===== src/rtl/repl_pkg.sv =====
package repl_pkg;
    typedef enum logic [1:0] {
        POL_OLDEST  = 2'b00,
        POL_NEWEST  = 2'b01,
        POL_RANDOM  = 2'b10,
        POL_OLDEST2 = 2'b11
    } repl_policy_e;

    localparam logic [15:0] LFSR_SEED = 16'hACE1;
endpackage


===== src/rtl/repl_rank_store.sv =====
module repl_rank_store #(
    parameter int SETS = 8,
    parameter int WAYS = 4,
    parameter int SETW = 3,
    parameter int AW   = 2
) (
    input  logic                         clk,
    input  logic                         rst_n,
    input  logic                         upd_en,
    input  logic [SETW-1:0]              upd_set,
    input  logic [AW-1:0]                upd_way,
    input  logic [SETW-1:0]              rd_set,
    output logic [WAYS-1:0][AW-1:0]      rd_rank
);
    // rank 0 = newest, rank WAYS-1 = oldest
    logic [WAYS-1:0][AW-1:0] rank_q [SETS];
    logic [WAYS-1:0][AW-1:0] upd_row;
    logic [WAYS-1:0][AW-1:0] next_row;

    assign upd_row = rank_q[upd_set];
    assign rd_rank = rank_q[rd_set];

    always_comb begin
        for (int w = 0; w < WAYS; w++) begin
            if (AW'(w) == upd_way)
                next_row[w] = '0;
            else if (upd_row[w] < upd_row[upd_way])
                next_row[w] = upd_row[w] + AW'(1);
            else
                next_row[w] = upd_row[w];
        end
    end

    always_ff @(posedge clk) begin
        if (!rst_n) begin
            for (int s = 0; s < SETS; s++)
                for (int w = 0; w < WAYS; w++)
                    rank_q[s][w] <= AW'(WAYS - 1 - w);
        end else if (upd_en) begin
            rank_q[upd_set] <= next_row;
        end
    end

    // the touched way must read back as newest on the following cycle
    assert_touch_newest_R6: assert property (@(posedge clk) disable iff (!rst_n)
        upd_en |=> rank_q[$past(upd_set)][$past(upd_way)] == '0);
endmodule


===== src/rtl/repl_lfsr.sv =====
module repl_lfsr #(
    parameter int          OUTW = 2,
    parameter logic [15:0] SEED = 16'hACE1
) (
    input  logic            clk,
    input  logic            rst_n,
    input  logic            adv,
    output logic [OUTW-1:0] rnd
);
    logic [15:0] lfsr_q;
    logic        fb;

    assign fb  = lfsr_q[15] ^ lfsr_q[13] ^ lfsr_q[12] ^ lfsr_q[10];
    assign rnd = lfsr_q[OUTW-1:0];

    always_ff @(posedge clk) begin
        if (!rst_n)
            lfsr_q <= SEED;
        else if (adv)
            lfsr_q <= {lfsr_q[14:0], fb};
    end

    assert_lfsr_nonzero_R5: assert property (@(posedge clk) disable iff (!rst_n)
        lfsr_q != 16'h0000);
    assert_lfsr_hold_R5: assert property (@(posedge clk) disable iff (!rst_n)
        !adv |=> $stable(lfsr_q));
endmodule


===== src/rtl/repl_pick.sv =====
module repl_pick
    import repl_pkg::*;
#(
    parameter int WAYS = 4,
    parameter int AW   = 2
) (
    input  logic [WAYS-1:0]         valid_vec,
    input  logic [WAYS-1:0][AW-1:0] rank,
    input  repl_policy_e            policy,
    input  logic [AW-1:0]           rnd,
    output logic [AW-1:0]           victim_way,
    output logic                    victim_invalid
);
    logic          empty_found;
    logic [AW-1:0] empty_way;
    logic [AW-1:0] oldest_way;
    logic [AW-1:0] newest_way;
    logic [AW-1:0] policy_way;

    always_comb begin
        empty_found = 1'b0;
        empty_way   = '0;
        for (int w = WAYS - 1; w >= 0; w--) begin
            if (!valid_vec[w]) begin
                empty_found = 1'b1;
                empty_way   = AW'(w);
            end
        end
    end

    always_comb begin
        oldest_way = '0;
        newest_way = '0;
        for (int w = 0; w < WAYS; w++) begin
            if (rank[w] == AW'(WAYS - 1)) oldest_way = AW'(w);
            if (rank[w] == '0)            newest_way = AW'(w);
        end
    end

    always_comb begin
        unique case (policy)
            POL_NEWEST:               policy_way = newest_way;
            POL_RANDOM:               policy_way = rnd;
            POL_OLDEST, POL_OLDEST2:  policy_way = oldest_way;
            default:                  policy_way = oldest_way;
        endcase
    end

    assign victim_way     = empty_found ? empty_way : policy_way;
    assign victim_invalid = empty_found;
endmodule


===== src/rtl/repl_unit.sv =====
module repl_unit
    import repl_pkg::*;
#(
    parameter int SETS = 8,
    parameter int WAYS = 4,
    localparam int WAYW = (WAYS > 1) ? $clog2(WAYS) : 1,
    localparam int SETW = (SETS > 1) ? $clog2(SETS) : 1
) (
    input  logic            clk,
    input  logic            rst_n,
    input  logic            acc_valid,
    input  logic            acc_hit,
    input  logic [WAYW-1:0] acc_way,
    input  logic [SETW-1:0] acc_set,
    input  logic [WAYS-1:0] valid_vec,
    input  logic [1:0]      policy_sel,
    output logic [WAYW-1:0] victim_way,
    output logic            victim_invalid
);
    generate
        if (WAYS == 1) begin : g_direct
            assign victim_way     = '0;
            assign victim_invalid = ~valid_vec[0];
        end else begin : g_assoc
            logic [WAYS-1:0][WAYW-1:0] rank;
            logic [WAYW-1:0]           rnd;
            logic [WAYW-1:0]           touch_way;

            assign touch_way = acc_hit ? acc_way : victim_way;

            repl_rank_store #(.SETS(SETS), .WAYS(WAYS), .SETW(SETW), .AW(WAYW)) u_rank (
                .clk     (clk),
                .rst_n   (rst_n),
                .upd_en  (acc_valid),
                .upd_set (acc_set),
                .upd_way (touch_way),
                .rd_set  (acc_set),
                .rd_rank (rank)
            );

            repl_lfsr #(.OUTW(WAYW), .SEED(LFSR_SEED)) u_lfsr (
                .clk   (clk),
                .rst_n (rst_n),
                .adv   (acc_valid),
                .rnd   (rnd)
            );

            repl_pick #(.WAYS(WAYS), .AW(WAYW)) u_pick (
                .valid_vec      (valid_vec),
                .rank           (rank),
                .policy         (repl_policy_e'(policy_sel)),
                .rnd            (rnd),
                .victim_way     (victim_way),
                .victim_invalid (victim_invalid)
            );

            assert_empty_first_R2: assert property (@(posedge clk) disable iff (!rst_n)
                victim_invalid |-> !valid_vec[victim_way]);
            assert_full_flag_R2: assert property (@(posedge clk) disable iff (!rst_n)
                (&valid_vec) |-> !victim_invalid);
            assert_victim_range_R3: assert property (@(posedge clk) disable iff (!rst_n)
                32'(victim_way) < WAYS);
            assert_way0_empty_R2: assert property (@(posedge clk) disable iff (!rst_n)
                !valid_vec[0] |-> (victim_way == '0 && victim_invalid));
        end
    endgenerate
endmodule


===== config.mk =====
export PLATFORM = sky130hd
export DESIGN_NAME = repl_unit
export DESIGN_NICKNAME = d
export VERILOG_FILES = /design/src/rtl/repl_pkg.sv /design/src/rtl/repl_rank_store.sv /design/src/rtl/repl_lfsr.sv /design/src/rtl/repl_pick.sv /design/src/rtl/repl_unit.sv
export SDC_FILE = /design/constraint.sdc
export NUM_CORES = 1
export LEC_CHECK = 0
export ABC_AREA = 1
export BUFFER_PORTS_ARGS = -buffer_cell sky130_fd_sc_hd__buf_2
export CAP_MARGIN = 0
export CELL_PAD_IN_SITES_DETAIL_PLACEMENT = 0
export CELL_PAD_IN_SITES_GLOBAL_PLACEMENT = 2
export CORE_UTILIZATION = 42
export CTS_BUF_LIST = sky130_fd_sc_hd__clkbuf_2 sky130_fd_sc_hd__clkbuf_4 sky130_fd_sc_hd__clkbuf_8
export CTS_CLUSTER_SIZE = 28
export DETAILED_ROUTE_END_ITERATION = 16
export PLACE_DENSITY_LB_ADDON = 0.1
export SETUP_SLACK_MARGIN = 0.02
export SLEW_MARGIN = 10
export SYNTH_ARGS = -nofsm -noshare
export SYNTH_HDL_FRONTEND = slang
export SYNTH_SLANG_ARGS = --single-unit

===== constraint.sdc =====
create_clock -name clk -period 8.65 [get_ports clk]
set_input_delay 1.2975 -clock clk [delete_from_list [all_inputs] [get_ports clk]]
set_output_delay 1.2975 -clock clk [all_outputs]
set_load 0.01 [all_outputs]

==> metrics.md <==
| Metric | Value |
|---|---|
| Status | finished, final reports clean |
| Mean Syn Cell Area | 8.07 um^2 |
| Final hold violation count | 0 |
| Max-cap viol count | 0 |
| Peak supply drop | 0.0773 mV |
| Req. time, crit path | 7.35 ns |
| Startpoint types | input port |
| Final instance area | 4550 um^2 |
| Post-CTS Repair Setup Buffers | 0 |
| 1st-iter DRT viols | 196 |
| CP max stage delay | 0.52 ns |
| Power density over the cells | 188 nW/um^2 |
| Hold WS | 0.466 ns |
| Clk_lat worst skew | 0.36 ns |
| CTS Hold Bufs | 0 |
| Register area | 2240 um^2 |
| Slowest CP cell | buf_2 |
| Detailed Place HPWL | 7010 um |
| Worst Path Max Fanout | 33 |
| TritonCTS Sinks | 80 |
| ANT cells | 0 |
| Fin crit period | 4.90 ns |
| Crit share post-route | 0.566 |
| Via count | 3331 |
| HP Class | flip-flop to flip-flop |
| Initial antenna violation count | 0 |
| Slew Viols, Final | 0 |
| Initial Util | 0.433 |
| Routability Congestion | 0.838 |
| # DRC | 0 |
| GRT Total Usage | 0.213 |
| Grt total ovfl | 0 |
| Worst r2r src | g_assoc.u_rank.rank_q[5][2] |
| Slew @ Worst Pin | 0.667 ns |
| Layout Cells excl Fill | 674 |
| DR pass1 iterations | 4 |
| Hold EP | g_assoc.u_lfsr.lfsr_q[7] |
| H-tree depth | 3 |
| Critical R2R Capture | g_assoc.u_rank.rank_q[3][0] |
| Final total power | 0.000855 W |
| Mapped cell area | 4240 um^2 |
| Post-route ant nets | 0 |
| Total CTS buffers | 9 |
| Port Buffers | 17 |
| WL per Instance | 15.0 um |
| Hold path cells | 2 |
| Largest area contributor in the netlist | edfxtp_1 |
| CTS tree | built |
| Multi-input logic area | 1720 um^2 |
| Synthesis Warnings | 0 |
| Final Setup Violations | 0 |
| Die Span Y | 102 um |
| Post-Route WL | 10100 um |
| CP Class | input port to output pin |
| Clk buf depth | 2 |
| Clock skew | 0.0125 ns |
| Clock transition at the registers of the reported paths | 0.09 ns |
| Vias per cell | 4.94 |
| Io pins | 18 |
| Yosys reg bits | 80 |
| Worst slew margin | 0.555 |
| Worst r2r path cells | 24 |
| First-pass GRT wire length | 16100 um |
| Post-Place Cell Area | 4370 um^2 |
| Synth unique cells | 30 |
| Die area | 10500 um^2 |
| Die width | 102 um |
| Total Nets Final | 559 |
| Leak | 2.02 nW |
| Filler cells | 997 |
| Critical-path cell list | buf_2 -> inv_4 -> nor3_1 -> nand2_1 -> nand2_1 -> nor2_1 -> nand2_2 -> inv_2 -> ha_1 -> inv_1 -> nor2_1 -> nor2_1 -> nor2_1 -> nand2_1 -> nand2_1 -> buf_2 |
| Min-delay src | g_assoc.u_lfsr.lfsr_q[7] |
| Layout cells sized above 1 | 0.124 |
| Maximum clock frequency | 204 MHz |
| Unrepaired setup endpoints after global routing | no |
| Syn Inst Count | 525 |
| FP Rows | 36 |
| Root Driver | clkbuf_8 |
| Number of gates resized after cts | 0 |
| Post-synth net total | 548 |
| Number of global-route vias before repair | 3141 |
| Largest cells by area after synthesis | edfxtp_1 (45%), nand2_1 (22%), dfxtp_1 (7.6%) |
| Worst Setup End Kind | output pin |
| Core Area | 9770 um^2 |
| Placed insts | 658 |
| R2R setup slack | 5.39 ns |
| Arrival @ worst endpoint | 3.60 ns |
| Largest net degree at the start of global routing | 34 |
| Setup TNS | 0 ns |
| Yosys top cell area share | 0.454 |
| Area Growth Syn to Fin | 7.35% |
| Seq/Total Area, Yosys | 0.529 |
final cells by class:
type / count / share of cell area
clock buffers: 10 / 0.0289
clock inverters: 6 / 0.0110
inverters: 41 / 0.0344
multi-input cells: 387 / 0.377
flip-flops and latches: 80 / 0.493
well taps: 133 / 0.0366
repair buffers: 17 / 0.0187
state kept, by name, summed over array words and instances, names as in the netlist:
signal                 count
g_assoc.u_rank.rank_q     64
g_assoc.u_lfsr.lfsr_q     16
routing by layer:
layer,part of all wire,track usage
met5,0,0
met4,0.017,0.0945
met3,0.036,0.0308
met2,0.47,0.348
met1,0.47,0.282
critical path, delay by kind of cell:
| family | cells | cell delay, ns |
|---|---|---|
| adders and majority gates | 1 | 0.19 |
| buffers and inverters | 5 | 1.07 |
| and+or+nand+nor | 10 | 1.02 |
where the power goes:
part           leakage, nW  switching (W)  internal (W)  total (W)
clock               0.0975       0.000146      0.000112   0.000258
sequential           0.720     0.00000701      0.000433   0.000440
combinational         1.20       0.000115     0.0000420   0.000157
worst max-delay path by stage:
| stage | to | cells after the start | slack, ns | startpoint |
|---|---|---|---|---|
| 4_1_cts | victim_way[0] | 16 | 3.78 | acc_set[0] |
| 6_report | victim_way[0] | 16 | 3.75 | acc_set[0] |
| 2_1_floorplan | victim_way[1] | 15 | 4.77 | acc_set[0] |
| 3_5_place_dp | g_assoc.u_rank.rank_q[3][0] | 25 | 3.58 | acc_set[0] |
| 5_1_grt | victim_way[0] | 16 | 3.52 | acc_set[0] |
| 3_3_place_gp | g_assoc.u_rank.rank_q[1][0] | 25 | 3.52 | acc_set[0] |
Yosys cell counts:
| library cell | number |
|---|---|
| nor2_1 | 57 |
| nand2_2 | 10 |
| xnor2_1 | 2 |
| inv_4 | 1 |
| ha_1 | 8 |
| nand3_2 | 2 |
| xor2_1 | 1 |
| inv_1 | 30 |
| buf_6 | 6 |
| nand2_1 | 244 |
| inv_2 | 10 |
| nor3_1 | 5 |
| buf_2 | 4 |
| nand3_1 | 15 |
| o21ai_1 | 4 |
| dfxtp_1 | 16 |
| o21ai_0 | 12 |
| edfxtp_1 | 64 |
| a21oi_1 | 12 |
| o21a_1 | 1 |
| nand3b_1 | 1 |
| buf_4 | 2 |
| nand2_4 | 1 |
| o211ai_1 | 1 |
| clkbuf_1 | 5 |
| o21ai_2 | 4 |
| a31oi_1 | 1 |
| nor3_2 | 4 |
| o21ai_4 | 1 |
| or2_2 | 1 |
cell families after synthesis:
logic type	Yosys count	synth area share
AOI/OAI and AO/OA	36	0.0502
xor gates and xnor gates	3	0.00620
adders and majority gates	8	0.0236
buffers and inverters	58	0.0656
DFF	80	0.529
and+or+nand+nor	340	0.325
cell usage in the layout, fill, tap and decap left out, drive strengths merged:
cell type  instances
nand2            255
edfxtp            64
nor2              57
inv               46
o21ai             21
buf               17
nand3             17
dfxtp             16
a21oi             12
clkbuf            10
nor3               9
ha                 8
xnor2              2
or2                1
nand3b             1
o21a               1
a31oi              1
xor2               1
o211ai             1
clkinv             1
per-stage QoR:
stage	util	worst slack [ns]
3_3_place_gp	0.447	3.52
6_report	0.465	3.75
4_1_cts	0.465	3.78
2_1_floorplan	-	4.77
5_1_grt	0.465	3.52
3_5_place_dp	0.447	3.58
(Power assumes the default switching activity.)
